===== config.mk =====
export PLATFORM = sky130hd
export DESIGN_NAME = mcpwm_timer
export DESIGN_NICKNAME = d
export VERILOG_FILES = /design/src/rtl/mcpwm_pkg.sv /design/src/rtl/mcpwm_prescale.sv /design/src/rtl/mcpwm_timebase.sv /design/src/rtl/mcpwm_channel.sv /design/src/rtl/mcpwm_timer.sv
export SDC_FILE = /design/constraint.sdc
export NUM_CORES = 1
export LEC_CHECK = 0
export BUFFER_PORTS_ARGS = -buffer_cell sky130_fd_sc_hd__buf_2
export CORE_AREA = 3 3 152 154
export DETAILED_ROUTE_END_ITERATION = 16
export DIE_AREA = 0 0 155 157
export PLACE_DENSITY = 0.75
export SLEW_MARGIN = 40
export SYNTH_ARGS = -nofsm -noshare
export SYNTH_HDL_FRONTEND = slang
export SYNTH_HIERARCHICAL = 1
export SYNTH_SLANG_ARGS = --single-unit

===== constraint.sdc =====
create_clock -name clk -period 8.15 [get_ports clk]
set_input_delay 0.815 -clock clk [delete_from_list [all_inputs] [get_ports clk]]
set_output_delay 0.815 -clock clk [all_outputs]
set_load 0.02 [all_outputs]

===== src/rtl/mcpwm_pkg.sv =====
package mcpwm_pkg;

   // register byte offsets
   localparam int OFS_INFO    = 'h04;
   localparam int OFS_GLOBAL  = 'h08;
   localparam int OFS_SC      = 'h10;
   localparam int OFS_CNT     = 'h14;
   localparam int OFS_MOD     = 'h18;
   localparam int CH_BASE     = 'h20;
   localparam int CH_STRIDE   = 8;
   localparam int CH_VAL_OFS  = 4;

   // field positions
   localparam int SC_PS_LSB   = 0;
   localparam int SC_CM_LSB   = 3;
   localparam int CF_FLAG     = 7;
   localparam int CF_MSB      = 5;
   localparam int CF_MSA      = 4;
   localparam int CF_LVL_LSB  = 2;

   typedef enum logic [1:0] {
      CM_STOP = 2'b00,
      CM_RUN  = 2'b01,
      CM_RSV2 = 2'b10,
      CM_RSV3 = 2'b11
   } clkmode_e;

   typedef enum logic [1:0] {
      LV_OFF  = 2'b00,
      LV_INV  = 2'b01,
      LV_NORM = 2'b10,
      LV_RSV  = 2'b11
   } level_e;

   typedef struct packed {
      logic   flag;
      logic   msb;
      logic   msa;
      level_e lvl;
   } chctl_t;

   function automatic logic chan_enabled(input chctl_t c);
      return c.msb && !c.msa && ((c.lvl == LV_NORM) || (c.lvl == LV_INV));
   endfunction

endpackage


===== src/rtl/mcpwm_prescale.sv =====
module mcpwm_prescale #(
   parameter int PSW = 3
) (
   input  logic       clk,
   input  logic       rst_n,
   input  logic       run,
   input  logic [2:0] ps,
   output logic       tick
);
   localparam int DIVW = (PSW == 0) ? 1 : ((1 << PSW) - 1);

   generate
      if (PSW == 0) begin : g_nodiv
         logic unused_nodiv;
         assign unused_nodiv = ^{clk, rst_n, ps};
         assign tick = run;
      end else begin : g_div
         logic [DIVW-1:0] div_q;
         logic [DIVW-1:0] lim;
         assign lim  = DIVW'((32'd1 << ps) - 32'd1);
         assign tick = run && (div_q >= lim);
         always_ff @(posedge clk or negedge rst_n) begin
            if (!rst_n)
               div_q <= '0;
            else if (!run || tick)
               div_q <= '0;
            else
               div_q <= div_q + 1'b1;
         end
      end
   endgenerate
endmodule


===== src/rtl/mcpwm_timebase.sv =====
module mcpwm_timebase #(
   parameter int CW = 16
) (
   input  logic          clk,
   input  logic          rst_n,
   input  logic          run,
   input  logic          tick,
   input  logic          mod_we,
   input  logic [CW-1:0] wdata,
   output logic [CW-1:0] cnt,
   output logic [CW-1:0] mod_act,
   output logic          wrap
);
   logic [CW-1:0] mod_buf;

   assign wrap = tick && (cnt >= mod_act);

   always_ff @(posedge clk or negedge rst_n) begin
      if (!rst_n) begin
         cnt     <= '0;
         mod_buf <= '1;
         mod_act <= '1;
      end else begin
         if (wrap)
            cnt <= '0;
         else if (tick)
            cnt <= cnt + 1'b1;

         if (mod_we)
            mod_buf <= wdata;

         if (wrap)
            mod_act <= mod_buf;
         else if (mod_we && !run)
            mod_act <= wdata;
      end
   end
endmodule


===== src/rtl/mcpwm_channel.sv =====
module mcpwm_channel
   import mcpwm_pkg::*;
#(
   parameter int CW = 16
) (
   input  logic          clk,
   input  logic          rst_n,
   input  logic          run,
   input  logic          tick,
   input  logic          wrap,
   input  logic [CW-1:0] cnt,
   input  logic          val_we,
   input  logic          ctl_we,
   input  logic [CW-1:0] wdata,
   output logic [CW-1:0] val_act,
   output chctl_t        ctl,
   output logic          pwm
);
   logic [CW-1:0] val_buf;
   logic          match;
   logic          clr;
   logic          below;

   assign match = tick && (cnt == val_act);
   assign clr   = ctl_we && wdata[CF_FLAG];
   assign below = cnt < val_act;
   assign pwm   = chan_enabled(ctl) && (below ^ (ctl.lvl == LV_INV));

   always_ff @(posedge clk or negedge rst_n) begin
      if (!rst_n) begin
         val_buf <= '0;
         val_act <= '0;
      end else begin
         if (val_we)
            val_buf <= wdata;
         if (wrap)
            val_act <= val_buf;
         else if (val_we && !run)
            val_act <= wdata;
      end
   end

   always_ff @(posedge clk or negedge rst_n) begin
      if (!rst_n) begin
         ctl <= '{flag: 1'b0, msb: 1'b0, msa: 1'b0, lvl: LV_OFF};
      end else begin
         ctl.flag <= match | (ctl.flag & ~clr);
         if (ctl_we) begin
            ctl.msb <= wdata[CF_MSB];
            ctl.msa <= wdata[CF_MSA];
            ctl.lvl <= level_e'(wdata[CF_LVL_LSB +: 2]);
         end
      end
   end
endmodule


===== src/rtl/mcpwm_timer.sv =====
module mcpwm_timer
   import mcpwm_pkg::*;
#(
   parameter int NCH = 4,
   parameter int CW  = 16,
   parameter int PSW = 3,
   parameter int AW  = 8,
   parameter int DW  = 32
) (
   input  logic          clk,
   input  logic          rst_n,
   input  logic          bus_en,
   input  logic          bus_we,
   input  logic [AW-1:0] bus_addr,
   input  logic [DW-1:0] bus_wdata,
   output logic [DW-1:0] bus_rdata,
   output logic [NCH-1:0] pwm_out
);
   localparam int         LAST_OFS = CH_BASE + CH_STRIDE * (NCH - 1) + CH_VAL_OFS;
   localparam logic [2:0] PS_MASK  = 3'((1 << PSW) - 1);

   generate
      if (NCH < 1 || LAST_OFS >= (1 << AW)) begin : g_bad_nch
         $error("mcpwm_timer: channel count does not fit the address space");
      end
      if (PSW < 0 || PSW > 3) begin : g_bad_psw
         $error("mcpwm_timer: prescale width must be 0 to 3");
      end
      if (CW < 8 || CW > 16) begin : g_bad_cw
         $error("mcpwm_timer: counter width must be 8 to 16");
      end
      if (DW <= CW) begin : g_bad_dw
         $error("mcpwm_timer: data width must exceed counter width");
      end
   endgenerate

   logic            wr;
   logic            sc_we;
   logic            mod_we;
   logic [2:0]      ps_q;
   clkmode_e        cm_q;
   logic            run;
   logic            tick;
   logic            wrap;
   logic [CW-1:0]   cnt;
   logic [CW-1:0]   mod_act;
   logic [CW-1:0]   wdat;
   logic [NCH-1:0]  ctl_hit;
   logic [NCH-1:0]  val_hit;
   logic [CW-1:0]   val_act [NCH];
   chctl_t          ctl     [NCH];
   logic [2*NCH-1:0] lvl_flat;
   logic            unused_hi;

   assign wr        = bus_en && bus_we;
   assign sc_we     = wr && (bus_addr == AW'(OFS_SC));
   assign mod_we    = wr && (bus_addr == AW'(OFS_MOD));
   assign run       = (cm_q == CM_RUN);
   assign wdat      = bus_wdata[CW-1:0];
   assign unused_hi = ^bus_wdata[DW-1:CW];

   always_ff @(posedge clk or negedge rst_n) begin
      if (!rst_n) begin
         ps_q <= '0;
         cm_q <= CM_STOP;
      end else if (sc_we) begin
         ps_q <= bus_wdata[SC_PS_LSB +: 3] & PS_MASK;
         cm_q <= clkmode_e'(bus_wdata[SC_CM_LSB +: 2]);
      end
   end

   mcpwm_prescale #(.PSW(PSW)) u_pre (
      .clk  (clk),
      .rst_n(rst_n),
      .run  (run),
      .ps   (ps_q),
      .tick (tick)
   );

   mcpwm_timebase #(.CW(CW)) u_tb (
      .clk    (clk),
      .rst_n  (rst_n),
      .run    (run),
      .tick   (tick),
      .mod_we (mod_we),
      .wdata  (wdat),
      .cnt    (cnt),
      .mod_act(mod_act),
      .wrap   (wrap)
   );

   generate
      for (genvar i = 0; i < NCH; i++) begin : g_ch
         assign ctl_hit[i] = bus_addr == AW'(CH_BASE + CH_STRIDE * i);
         assign val_hit[i] = bus_addr == AW'(CH_BASE + CH_STRIDE * i + CH_VAL_OFS);
         assign lvl_flat[2*i +: 2] = ctl[i].lvl;

         mcpwm_channel #(.CW(CW)) u_ch (
            .clk    (clk),
            .rst_n  (rst_n),
            .run    (run),
            .tick   (tick),
            .wrap   (wrap),
            .cnt    (cnt),
            .val_we (wr && val_hit[i]),
            .ctl_we (wr && ctl_hit[i]),
            .wdata  (wdat),
            .val_act(val_act[i]),
            .ctl    (ctl[i]),
            .pwm    (pwm_out[i])
         );
      end
   endgenerate

   always_comb begin
      bus_rdata = '0;
      if (bus_addr == AW'(OFS_INFO))
         bus_rdata[7:0] = 8'(NCH);
      if (bus_addr == AW'(OFS_SC)) begin
         bus_rdata[SC_PS_LSB +: 3] = ps_q;
         bus_rdata[SC_CM_LSB +: 2] = cm_q;
      end
      if (bus_addr == AW'(OFS_CNT))
         bus_rdata[CW-1:0] = cnt;
      if (bus_addr == AW'(OFS_MOD))
         bus_rdata[CW-1:0] = mod_act;
      for (int i = 0; i < NCH; i++) begin
         if (ctl_hit[i]) begin
            bus_rdata[CF_FLAG]            = ctl[i].flag;
            bus_rdata[CF_MSB]             = ctl[i].msb;
            bus_rdata[CF_MSA]             = ctl[i].msa;
            bus_rdata[CF_LVL_LSB +: 2]    = ctl[i].lvl;
         end
         if (val_hit[i])
            bus_rdata[CW-1:0] = val_act[i];
      end
   end
endmodule


# Word level (Yosys, flattened, before mapping)
# Index checks and enable logic that the tools add are counted.
# word_totals
ff_bits	208
latchBits	0
ramBits	0
rom_bits	0
in_bits	44
output_inout_bits	36
wordCells	164
memories	0
# op_classes
addsub	3
mul	0
div	0
magnitude_cmp	6
n_eq_ne	25
shifts	1
n_mux	29
bitwise_logic	16
n_reduce_logical	54
# op_table
cell	n
16-bit two-way mux	18
16-bit equality test	4
8-bit by 6-bit equality test with 1-bit output, second input constant	8
16-bit less-than comparator	4
1-bit logical AND	38
8-bit by 5-bit equality test with 1-bit output, second input constant	3
16-bit by 1-bit adder with 16-bit output, second input constant	1
16-bit greater-or-equal comparator	1
4-bit two-way mux	4
2-bit nonzero test	6
2-bit by 1-bit equality test with 1-bit output, second input constant	5
2-bit equality test, second input constant	4
8-bit by 3-bit equality test with 1-bit output, second input constant	1
7-bit by 1-bit adder with 7-bit output, second input constant	1
7-bit greater-or-equal comparator	1
7-bit two-way mux	1
1-bit by 3-bit << shifter with 7-bit output, first input constant	1
7-bit by 1-bit subtractor with 7-bit output, second input constant	1
1-bit zero test	5
1-bit logical OR	5
5-bit two-way mux	1
1-bit bitwise AND	4
1-bit two-way mux	4
1-bit inverter	4
3 further kinds	9

# Depth between registers and ports, before layout
# Gate-level depths: netlist of run 1.
# logic_depth
depth_word	13
depth_mapped	16
ltp_nobuf	12

# Hierarchy
# The synthesis of run 1 kept the hierarchy.
# by_module_without_submodules
mod	instances	cells_each	area_per_inst_um2	seq_area_each_um2
mcpwm_channel	4	180	1933.1	925.9
mcpwm_timebase	1	239	2655.0	1241.2
mcpwm_timer	1	238	1649.1	125.1
mcpwm_prescale	1	55	505.5	175.2

# Worst setup path after synthesis of run 1
# OpenSTA, ideal clock, no wires.
# synth_timing
path_type	register to register
startpoint	register ps_q[1]
endpoint	register g_ch[0].u_ch.val_act[2]
setup_time_ns	0.135
arrival_time_ns	3.163
t_required_ns	8.015
slack_ns	4.852
stages_incl_launch_ff	16
n_path_buf	5
synth_period_minus_slack_ns	3.298
cell_sequence	dfrtp_1 or3_1 ha_1 nor2b_1 o21ai_2 a41oi_1 nor2b_1 buf_2 nand2b_4 buf_6 inv_2 buf_6 clkbuf_1 buf_2 mux2i_1 o21ai_0
# synth_via
elab_chain_len	6
word_cells_on_any_way	7
classes_between	1 x add/sub; 1 x order compare; 1 x shift; 1 x mux; 3 x reduce/logical
# synth_lines
element	line_no	source
from (decl)	mcpwm_timer.sv:40	logic [2:0] ps_q;
from (signal assigned)	mcpwm_timer.sv:67	ps_q <= bus_wdata[SC_PS_LSB +: 3] & PS_MASK;
1-bit by 3-bit << shifter with 7-bit output (*)	mcpwm_prescale.sv:20	assign lim = DIVW'((32'd1 << ps) - 32'd1);
7-bit by 1-bit subtractor with 7-bit output (*)	mcpwm_prescale.sv:20	
7-bit greater-or-equal comparator (*)	mcpwm_prescale.sv:21	assign tick = run && (div_q >= lim);
1-bit logical AND (*)	mcpwm_prescale.sv:21	
via tick	mcpwm_timer.sv:43	logic tick;
1-bit logical AND (*)	mcpwm_timebase.sv:16	assign wrap = tick && (cnt >= mod_act);
via wrap	mcpwm_timer.sv:44	logic wrap;
16-bit two-way mux / 2-bit nonzero test (equally long branches)	--	
to (signal assigned)	mcpwm_channel.sv:37	val_act <= val_buf;
to (signal assigned)	mcpwm_channel.sv:39	val_act <= wdata;
to (decl)	mcpwm_channel.sv:15	output logic [CW-1:0] val_act,
# Mark *: on every way through the listed nets, which the timed path passes. The rest lies on a longest branch.
# A chain may end at the register's enable or synchronous reset.

# Worst setup path after layout of run 1
# layout_timing
startpoint	input bus_addr[3]
endpoint	output bus_rdata[8]
# layout_via
elab_chain_len	7
word_cells_on_any_way	12
classes_between	6 x eq/ne; 6 x mux
# layout_lines
element	line_no	source
from (decl)	mcpwm_timer.sv:14	input logic [AW-1:0] bus_addr,
8-bit by 5-bit equality test with 1-bit output	mcpwm_timer.sv:123	if (bus_addr == AW'(OFS_CNT))
16-bit two-way mux	mcpwm_timer.sv:123	
16-bit two-way mux	mcpwm_timer.sv:125	if (bus_addr == AW'(OFS_MOD))
16-bit two-way mux (3 in a row)	mcpwm_timer.sv:134	if (val_hit[i])
16-bit two-way mux (*)	mcpwm_timer.sv:134	
to (decl)	mcpwm_timer.sv:16	output logic [DW-1:0] bus_rdata,
# Mark *: on every way between the ends. The rest lies on a longest branch, timed or not.

==> results of run 1 <==
[cell usage after synthesis, types with 9 or more instances]
cell type  number
a21oi_1        49
xor2_1         12
mux2_2         95
nand4_1        16
and3_1         13
buf_2          14
mux2_4         15
nand2_1       142
nor3_1         11
nor2_1         56
dfrtp_1       176
nor2b_1        10
o21ai_0       117
a221o_1        10
buf_4          16
dfstp_2        32
or4_1           9
mux2i_1        74
nand3_1        26
a22oi_1        18
ha_1           93
clkbuf_1       36
inv_1          99
[final timing paths]
kind	start	endpoint	slack [ns]	cells past startpoint
worst max-delay path	bus_addr[3]	bus_rdata[8]	3.89	7
worst min-delay path	rst_n	g_ch[2].u_ch/val_act[2]	0.33	1
worst max register to register	u_tb/cnt[0]	g_ch[1].u_ch/val_act[14]	4.18	11
worst min register to register	g_ch[2].u_ch/ctl[4]	g_ch[2].u_ch/ctl[4]	0.50	2
max in group asynchronous	rst_n	u_tb/mod_buf[12]	6.65	3
min in group clk	g_ch[2].u_ch/ctl[4]	g_ch[2].u_ch/ctl[4]	0.50	2
[flip-flops by register name, summed over array words and instances, names as in the netlist]
name,count
cm_q,2
u_tb/cnt,16
g_ch.u_ch/val_buf,64
u_tb/mod_buf,16
g_ch.u_ch/ctl,20
u_tb/mod_act,16
u_pre/g_div.div_q,7
ps_q,3
g_ch.u_ch/val_act,64
[per-layer routing]
layer | track usage, % | part of all wire, % | vias up
met4 | 11.1 | 4.6 | 0
met5 | 0 | 0 | -
met3 | 5.44 | 8.2 | 110
li1 | - | - | 4454
met2 | 44.0 | 45 | 434
met1 | 38.7 | 43 | 4754
[area by class of cell]
class	instances	area (um^2)	share of cell area, %
clock inverters	11	119	0.859
repair buffers	65	414	2.99
inverters	100	378	2.73
clock buffers	33	676	4.89
flip-flops and latches	208	5250	37.9
multi-input cells	883	6650	48.1
well taps	280	350	2.53
[cells in the final DEF (no fill, tap or decap), types with 5 or more instances in the layout]
cell type and instances:
mux2_2 95, ha_1 93, nor3_1 8, or4_1 9, a221o_1 10, a21oi_2 8, o211ai_1 6, mux2_1 6
buf_4 13, clkbuf_16 25, and3_1 13, clkbuf_1 6, a32oi_1 5, xor2_1 12, a21oi_1 45, nor2b_1 9
o22ai_1 6, nand2_1 142, inv_1 99, nand4_1 16, mux2i_1 74, mux2_4 15, dfrtp_1 176, a21o_1 5
o21ai_0 117, a22oi_1 18, dfstp_2 32, nor2_1 54, conb_1 16, o31ai_1 6, buf_2 46, nand3_1 26
[kinds of logic (layout without fill, tap and decap cells)]
| group | after synthesis | in the layout | synth area share [%] |
|---|---|---|---|
| multiplexers | 190 | 190 | 16.8 |
| other | 1 | 16 | 0.0299 |
| AO/OA/AOI/OAI | 257 | 257 | 12.6 |
| AND/OR/NAND/NOR | 311 | 311 | 12.1 |
| adder cells (fa/ha/maj) | 93 | 93 | 9.28 |
| buffers and inverters | 176 | 209 | 6.26 |
| flip-flops | 208 | 208 | 41.8 |
| XOR/XNOR | 16 | 16 | 1.12 |
[worst max-delay path, delay by kind of cell]
| kind | cells | cell delay (ns) |
|---|---|---|
| AOI/OAI and AO/OA | 2 | 0.49 |
| buffers and inverters | 2 | 0.67 |
| and+or+nand+nor | 3 | 1.44 |
[power by group]
| group | total [uW] | leakage, uW | switching [uW] | internal [uW] |
|---|---|---|---|---|
| clock | 1080 | 0.000378 | 433 | 645 |
| sequential | 1310 | 0.00270 | 148 | 1160 |
| combinational | 531 | 0.00330 | 324 | 207 |
[per-stage QoR]
step	instance area [um^2]	hold slack (ns)	worst slack, ns	total power (uW)	instances
after floorplan	12600	0.443	4.85	1620	1267
after global placement	13000	0.467	3.85	1800	1532
after detailed placement	13000	0.478	4.03	1840	1536
after CTS	13800	0.358	4.00	2920	1580
after global routing	13800	0.391	3.76	3050	1580
final	13800	0.332	3.89	2920	1580
==> summary.txt, run 1 <==
Yosys
  • Syn Std Cell Area: roughly 0.013 mm^2
  • Yosys top cell by area: dfrtp_1
  • Yosys warning total: 6
  • Seq/Total Area, Yosys: 41.8%
  • Flops & latches, synth: approximately 210
  • Synth top area cells: dfrtp_1, ha_1, mux2_2
  • Synth cell types: 74
  • Synth Flop Type: dfrtp_1
  • Ys async rst share: 100%
  • Top cell type's share of synthesized area: roughly a third
  • Synth Instances: between 1000 and 1500
  • Post-synth EDFFs: 0
  • Syn Area/Cell: approximately 10 um^2

CTS
  • Postcts setup bufs: 0
  • PostCTS Resize Cnt: 0
  • Worst-Skew Late Latency: 0.52 ns
  • Clk pin slew, worst setup/hold paths: 0.06 ns
  • CTS max path bufs: 3
  • TritonCTS clock tree: built
  • CTS Sinks: around 210
  • Hold-fix buffers, CTS: 0
  • # H-tree levels: 1
  • Root buf cell: clkbuf_16
  • Number of buffers created by CTS: 24

Layout
  • Proportion of layout cells with a drive suffix above 1: between 20% and 30%
  • Antenna cells: 0
  • FILL cells: about 1800
  • Fin nets: about 1400
  • Area grow syn2layout: 10.3%
  • Fin util: between 60% and 70%

Worst setup path
  • Worst Setup End Kind: primary output
  • CP startpoint kind: input port
  • Worst-path cell chain: buf_2 > nor2b_1 > nand2_1 > nor2_2 > a22oi_1 > a32oi_1 > buf_2
  • Slowest library cell on the worst path: nor2b_1
  • Worst path required time: around 7.3 ns
  • Worst path arrival time: approximately 3.4 ns
  • Worst setup path class: in -> out
  • Max incr delay on CP: approximately 0.63 ns
  • Worst-path maximum fanout: 31
  • Most used cell, CP: buf_2

Routing
  • Post-route ant nets: 0
  • Via count: 9752
  • DRC viols: 0
  • Number of vias per cell: between 6 and 7
  • Detailed Route WL: 34100 um
  • Drt wl/cell: 21.6 um
  • Starting DRT DRC Count: between 900 and 1000
  • DRT Pass-1 Iters: 5

Placed design
  • PortBufs: 47
  • GP Congestion: ~1.0
  • Dpl hpwl: approximately 24000 um

Floorplan
  • Die H: between 150 and 200 um
  • Die X: 155 um
  • Initial Utilization: a little under three fifths
  • Die area: around 0.024 mm^2
  • Core Box Area: approximately 0.022 mm^2
  • I/O Pins: 80
  • Cell Rows: 54

Timing
  • RSZ-0062 raised after global routing: no
  • Tightest Pin Transition: approximately 0.8 ns
  • Clock Skew: 0.0106 ns
  • Min Tclk post-route: 4.26 ns
  • Final TNS setup: 0 ns
  • Slew HR: 47.2%
  • Hold Fails Final Rpt: 0
  • Final Slew Violations: 0
  • Max Fclk: about 230 MHz
  • Endpoints failing setup: 0
  • Tcrit/Tclk final: between 50 and 60%

Outcome
  • Outcome: finished clean

Job
  • Max-cap violations: 0

Power and ir drop
  • Leak: 0.00638 uW
  • VDD IR max: 191 uV
  • Cell area power density: 211 mW/mm^2

Min path
  • Hold crit path type: in -> async

Global route
  • Vias in the first global route: just under 10000
  • First-pass GRT wire length: 53500 um
  • Gr ovfl total: 0
  • Pin count of the biggest net entering global routing: 82
  • Gr usage total: ~28%
  • Initial antenna violation count: 0
(Power assumes the default switching activity.)
==> inputs of run 2 (changes only) <==
--- a/config.mk
+++ b/config.mk
@@ -5,11 +5,12 @@
 export SDC_FILE = /design/constraint.sdc
 export NUM_CORES = 1
 export LEC_CHECK = 0
+export ABC_AREA = 1
 export BUFFER_PORTS_ARGS = -buffer_cell sky130_fd_sc_hd__buf_2
-export CORE_AREA = 3 3 152 154
+export CORE_AREA = 3 3 158 160
 export DETAILED_ROUTE_END_ITERATION = 16
-export DIE_AREA = 0 0 155 157
-export PLACE_DENSITY = 0.75
+export DIE_AREA = 0 0 161 163
+export PLACE_DENSITY = 0.76
 export SLEW_MARGIN = 40
 export SYNTH_ARGS = -nofsm -noshare
 export SYNTH_HDL_FRONTEND = slang
==> constraint.sdc (replaced) <==
create_clock -name clk -period 3.6 [get_ports clk]
set_input_delay 0.36 -clock clk [delete_from_list [all_inputs] [get_ports clk]]
set_output_delay 0.36 -clock clk [all_outputs]
set_load 0.02 [all_outputs]
==> summary.txt, run 2 <==
Floorplan
  • Die X: 161 um
  • Die H: around 160 um
  • Die area: ~0.026 mm^2
  • Initial Utilization: 55.8%
  • Cell Rows: 56
  • I/O Pins: 80
  • Core Box Area: about 0.024 mm^2

Power and ir drop
  • Int Power: between 4000 and 5000 uW
  • Logic pwr share: approximately 17%
  • VDD IR max: roughly 470 uV
  • Sw frac: between 30 and 40%
  • Register share of total power: 45.2%
  • Clock power share: 37.8%
  • Leak: 0.00744 uW
  • Final Power: between 5000 and 6000 uW
  • Cell area power density: 407 mW/mm^2
  • Net switching power: approximately 1700 uW

Worst setup path
  • Worst-path maximum fanout: 20
  • Max incr delay on CP: approximately 0.47 ns
  • Slowest library cell on the worst path: dfrtp_1
  • Worst-path cell chain: nor2_1 > nand2_1 > ha_1 > inv_1 > nand2_1 > nand2_1 > nand2_1 > nand2_1 > a21boi_2 > inv_1 > a21oi_4 > inv_2 > o21ai_4 > buf_8 > o211ai_2 > o21ai_0
  • Worst setup path class: reg -> reg
  • Worst path required time: roughly 4 ns
  • Worst path arrival time: 3.64 ns
  • Worst Setup End Kind: flop
  • Most used cell, CP: nand2_1
  • CP startpoint kind: flop

Layout
  • Largest registers: g_ch.u_ch/val_act x64, g_ch.u_ch/val_buf x64, g_ch.u_ch/ctl x20
  • Antenna cells: 0
  • Fin util: ~61%
  • Commonest non-fill, non-tap cell in the layout: nand2_1
  • Area of the multi-input gates: between 0.006 and 0.007 mm^2
  • Fin nets: about 1800
  • FILL cells: roughly 2000
  • Register area: 0.00525 mm^2
  • Area grow syn2layout: 8.62%
  • Design area: around 0.014 mm^2
  • Proportion of layout cells with a drive suffix above 1: approximately 15%
  • Most frequent cells in the layout: nand2_1, inv_1, dfrtp_1, o21ai_0

Placed design
  • Dpl hpwl: roughly 24000 um
  • PortBufs: between 40 and 50
  • GP Congestion: approximately 0.9
  • Placed Area: around 0.014 mm^2

Global route
  • Initial antenna violation count: 0
  • Gr ovfl total: 0
  • Met3 Use GR: just under 4%
  • Vias in the first global route: between 10000 and 15000
  • Gr usage total: roughly 26%
  • Pin count of the biggest net entering global routing: 109
  • Busiest grt layer: met2
  • Met2 GRT Util: 43.1%
  • First-pass GRT wire length: about 55000 um
  • Grt met1 use: about a third

CTS
  • Number of buffers created by CTS: 23
  • TritonCTS clock tree: built
  • Root buf cell: clkbuf_16
  • # H-tree levels: 1
  • CTS max path bufs: 3
  • Hold-fix buffers, CTS: 1
  • PostCTS Resize Cnt: 0
  • CTS Sinks: around 210
  • Postcts setup bufs: 0
  • Clk pin slew, worst setup/hold paths: roughly 0.060 ns
  • Worst-Skew Late Latency: about 0.51 ns

Timing
  • Clock Skew: around 0.01 ns
  • Tcrit/Tclk final: around nine tenths
  • Slew HR: 54.4%
  • Hold Fails Final Rpt: 0
  • Final Slew Violations: 0
  • Min Tclk post-route: approximately 3.2 ns
  • RSZ-0062 raised after global routing: no
  • Tightest Pin Transition: roughly 0.7 ns
  • Endpoints failing setup: 0
  • Max Fclk: slightly above 300 MHz
  • Final TNS setup: 0 ns

Routing
  • Detailed Route WL: around 34000 um
  • Starting DRT DRC Count: ~1000
  • DRC viols: 0
  • DRT Pass-1 Iters: 6
  • Drt wl/cell: 16.7 um
  • Number of vias per cell: between 5 and 6
  • Post-route ant nets: 0
  • Via count: ~11000

Yosys
  • Most frequent cell after synthesis: nand2_1
  • Syn Area/Cell: between 7 and 8 um^2
  • Synth Instances: between 1500 and 2000
  • Top cell type's share of synthesized area: between 30 and 40%
  • Post-synth EDFFs: 0
  • Synth cell count leaders: nand2_1, inv_1, dfrtp_1
  • Seq/Total Area, Yosys: 39.9%
  • Syn Std Cell Area: 0.0131 mm^2
  • Yosys top cell by area: dfrtp_1
  • Ys async rst share: 100%
  • Yosys warning total: 6
  • Synth cell types: 46
  • Synth top area cells: dfrtp_1, nand2_1, ha_1
  • Synth Flop Type: dfrtp_1
  • Flops & latches, synth: ~210

Min path
  • Hold crit path type: in -> reg

Outcome
  • Outcome: finished clean

Job
  • Max-cap violations: 0
[run 2: cell types whose count changed in the layout (fill, tap and decap cells not counted), sizes merged, moves of 7 or more]
cell,change
o21ai,+44
nor2b,-10
mux2i,-74
and3,-13
mux2,-104
a22oi,-18
or4,-11
o211ai,+54
inv,+155
a221o,-10
nor2,+51
nand2,+337
nand3,+54
a21oi,-7
[run 2: power by group through the flow]
stage | combinational [uW] | sequential [uW] | clock, uW
6_report | 989 | 2620 | 2190
2_1_floorplan | 659 | 2600 | 0
4_1_cts | 980 | 2620 | 2230
5_1_grt | 1140 | 2630 | 2320
3_3_place_gp | 923 | 2650 | 0
3_5_place_dp | 965 | 2660 | 0
[run 2: cells by family after synthesis]
logic type / synth area share (%)
buf+inv: 11.2
flops: 39.9
compound gates: 14.9
simple gates: 23.3
xor+xnor: 0.667
fa+ha+maj: 8.86
other cells: 0.0286
mux: 1.03
[run 2: layout make-up]
type / count / area share, %
Multi-Input combinational cell: 1127 / 45.5
Clock inverter: 3 / 0.0965
Clock buffer: 35 / 4.70
Inverter: 255 / 6.71
Sequential cell: 208 / 36.8
Timing Repair Buffer: 68 / 3.47
Tap cell: 319 / 2.80
[run 2: path summary, 6_finish.rpt]
path	from	end	slack, ns	cells after the start
worst max-delay path	ps_q[2]	g_ch[1].u_ch/val_act[14]	0.39	16
worst min-delay path	bus_wdata[8]	u_tb/mod_buf[8]	0.16	3
worst max register to register	ps_q[2]	g_ch[1].u_ch/val_act[14]	0.39	16
worst min register to register	g_ch[2].u_ch/val_buf[0]	g_ch[2].u_ch/val_buf[0]	0.48	2
max in group asynchronous	rst_n	u_tb/mod_act[10]	2.40	3
min in group asynchronous	rst_n	g_ch[3].u_ch/ctl[3]	0.44	2
[run 2: critical path, delay by kind of cell (launching register included)]
kind            cells  cell delay [ns]
flops               1             0.47
compound gates      5             1.12
fa+ha+maj           1             0.27
buf+inv             4             0.78
simple gates        6             0.47
[run 2: per-stage QoR]
step	hold WS (ns)	instances	worst slack (ns)
after floorplan	0.0644	1661	0.359
after global placement	0.454	1972	0.487
after detailed placement	0.394	1974	0.446
after CTS	0.147	2013	0.426
after global routing	0.169	2015	0.0919
final	0.156	2015	0.386
[run 2: routing by layer]
layer	vias up	part of all wire (%)
met2	394	47
met1	5213	42
met5	-	0
met3	89	6.9
met4	0	3.8
li1	5348	-
==> inputs of run 3 (changes only) <==
--- a/config.mk
+++ b/config.mk
@@ -7,10 +7,10 @@
 export LEC_CHECK = 0
 export ABC_AREA = 1
 export BUFFER_PORTS_ARGS = -buffer_cell sky130_fd_sc_hd__buf_2
-export CORE_AREA = 3 3 158 160
+export CORE_AREA = 3 3 144 174
 export DETAILED_ROUTE_END_ITERATION = 16
-export DIE_AREA = 0 0 161 163
-export PLACE_DENSITY = 0.76
+export DIE_AREA = 0 0 147 177
+export PLACE_DENSITY = 0.77
 export SLEW_MARGIN = 40
 export SYNTH_ARGS = -nofsm -noshare
 export SYNTH_HDL_FRONTEND = slang
==> summary.txt, run 3 (same netlist as run 2, synthesis figures left out) <==
Worst setup path
  • Worst Setup End Kind: flop
  • Worst path required time: 4.03 ns
  • Worst-path maximum fanout: 20
  • Slowest library cell on the worst path: dfrtp_1
  • Crit path buffers/inverters: 4
  • Max incr delay on CP: approximately 0.46 ns
  • CP startpoint kind: flop
  • Worst setup path class: reg -> reg
  • Most used cell, CP: nand2_1
  • Worst-path cell chain: nor2_1 > nand2_1 > ha_1 > inv_1 > nand2_1 > nand2_1 > nand2_1 > nand2_1 > a21boi_2 > inv_1 > a21oi_4 > inv_2 > o21ai_4 > buf_8 > o211ai_2 > o21ai_1
  • Top delay family on crit path: compound AO/OA/AOI/OAI gates
  • Worst path arrival time: about 3.5 ns

CTS
  • TritonCTS clock tree: built
  • Hold-fix buffers, CTS: 1
  • Clk pin slew, worst setup/hold paths: around 0.060 ns
  • Root buf cell: clkbuf_16
  • Worst-Skew Late Latency: 0.51 ns
  • Number of buffers created by CTS: 23
  • CTS Sinks: between 200 and 250
  • CTS max path bufs: 3
  • Postcts setup bufs: 0
  • PostCTS Resize Cnt: 0
  • # H-tree levels: 1

Timing
  • Hold Fails Final Rpt: 0
  • Final TNS setup: 0 ns
  • Slew HR: 56.9%
  • RSZ-0062 raised after global routing: no
  • Final Slew Violations: 0
  • Endpoints failing setup: 0
  • Clock Skew: ~0.0074 ns
  • Tcrit/Tclk final: 85.6%
  • Max Fclk: between 300 and 400 MHz
  • Min Tclk post-route: approximately 3 ns
  • Tightest Pin Transition: between 0.6 and 0.7 ns

Power and ir drop
  • Final Power: between 5000 and 6000 uW
  • VDD IR max: roughly 460 uV
  • Leak: about 0.0074 uW
  • Cell area power density: around 410 mW/mm^2

Layout
  • Fin nets: between 1500 and 2000
  • Largest registers: g_ch.u_ch/val_act x64, g_ch.u_ch/val_buf x64, g_ch.u_ch/ctl x20
  • Commonest non-fill, non-tap cell in the layout: nand2_1
  • Antenna cells: 0
  • Most frequent cells in the layout: nand2_1, inv_1, dfrtp_1, o21ai_0
  • Proportion of layout cells with a drive suffix above 1: 15.1%
  • Area grow syn2layout: 8.38%

Routing
  • Number of vias per cell: between 5 and 6
  • Starting DRT DRC Count: a little over 900
  • Drt wl/cell: approximately 17 um
  • DRT Pass-1 Iters: 6
  • DRC viols: 0
  • Detailed Route WL: between 30000 and 40000 um
  • Post-route ant nets: 0
  • Via count: between 10000 and 15000

Global route
  • First-pass GRT wire length: 54700 um
  • Initial antenna violation count: 0
  • Pin count of the biggest net entering global routing: 89
  • Gr usage total: around a quarter
  • Vias in the first global route: around 11000
  • Gr ovfl total: 0

Placed design
  • Dpl hpwl: between 20000 and 25000 um
  • PortBufs: 47
  • GP Congestion: ~0.88

Floorplan
  • Die H: roughly 180 um
  • Core Box Area: approximately 0.023 mm^2
  • Die area: about 0.026 mm^2
  • Die X: 147 um
  • Cell Rows: 61
  • I/O Pins: 80
  • Initial Utilization: 56.2%

Outcome
  • Outcome: finished clean

Min path
  • Hold crit path type: in -> reg

Job
  • Max-cap violations: 0
[run 3: changes by cell type in the layout (fill, tap and decap cells not counted), sizes merged]
cell,change
clkinv,+2
clkbuf,-1
clkinvlp,+2
buf,-3
[run 3: layout make-up]
class | count | area, um^2
fillers | 2027 | 9120
multi-input cells | 1127 | 6480
flip-flops and latches | 208 | 5250
inverters | 255 | 957
clock buffers | 34 | 677
repair buffers | 65 | 437
well taps | 315 | 394
clock inverters | 7 | 40.0
[run 3: worst paths after layout]
path                                          from                       end  slack, ns  cells past startpoint
min                                   bus_wdata[8]           u_tb/mod_buf[8]       0.15                      3
max reg2reg                                ps_q[2]   g_ch[0].u_ch/val_act[6]       0.52                     16
min in group asynchronous                    rst_n  g_ch[2].u_ch/val_buf[11]       0.45                      2
max in group asynchronous                    rst_n   g_ch[2].u_ch/val_act[2]       2.11                      3
min reg2reg                g_ch[2].u_ch/val_buf[0]   g_ch[2].u_ch/val_buf[0]       0.47                      2
max                                        ps_q[2]   g_ch[0].u_ch/val_act[6]       0.52                     16
[run 3: worst reg2reg max path: stages (launching register included)]
cell	delay, ns
dfrtp_1	0.46
nor2_1	0.16
nand2_1	0.07
ha_1	0.27
inv_1	0.04
nand2_1	0.05
nand2_1	0.05
nand2_1	0.06
nand2_1	0.10
a21boi_2	0.18
inv_1	0.19
a21oi_4	0.36
inv_2	0.29
o21ai_4	0.30
buf_8	0.24
o211ai_2	0.09
o21ai_1	0.11
[run 3: per-stage QoR]
step	worst slack (ns)	hold slack, ns	utilization [%]	cells	instance area (um^2)
global route	0.265	0.160	61.0	2011	14200
detailed placement	0.551	0.440	57.8	1968	13500
global placement	0.606	0.437	57.5	1965	13400
CTS	0.524	0.139	60.9	2010	14200
floorplan	0.359	0.0644	-	1661	13200
finish	0.519	0.150	61.0	2011	14200
[run 3: power breakdown]
part,leakage (uW),switching [uW],internal (uW)
registers,0.00247,216,2440
clock network,0.000352,964,1300
logic,0.00460,607,337
[run 3: layer usage]
layer / part of all wire [%] / GRT usage (%) / vias to the layer above
li1: - / - / 5340
met5: 0 / 0 / -
met3: 6.1 / 3.38 / 91
met4: 5.1 / 13.0 / 0
met1: 41 / 33.1 / 5221
met2: 47 / 43.7 / 365
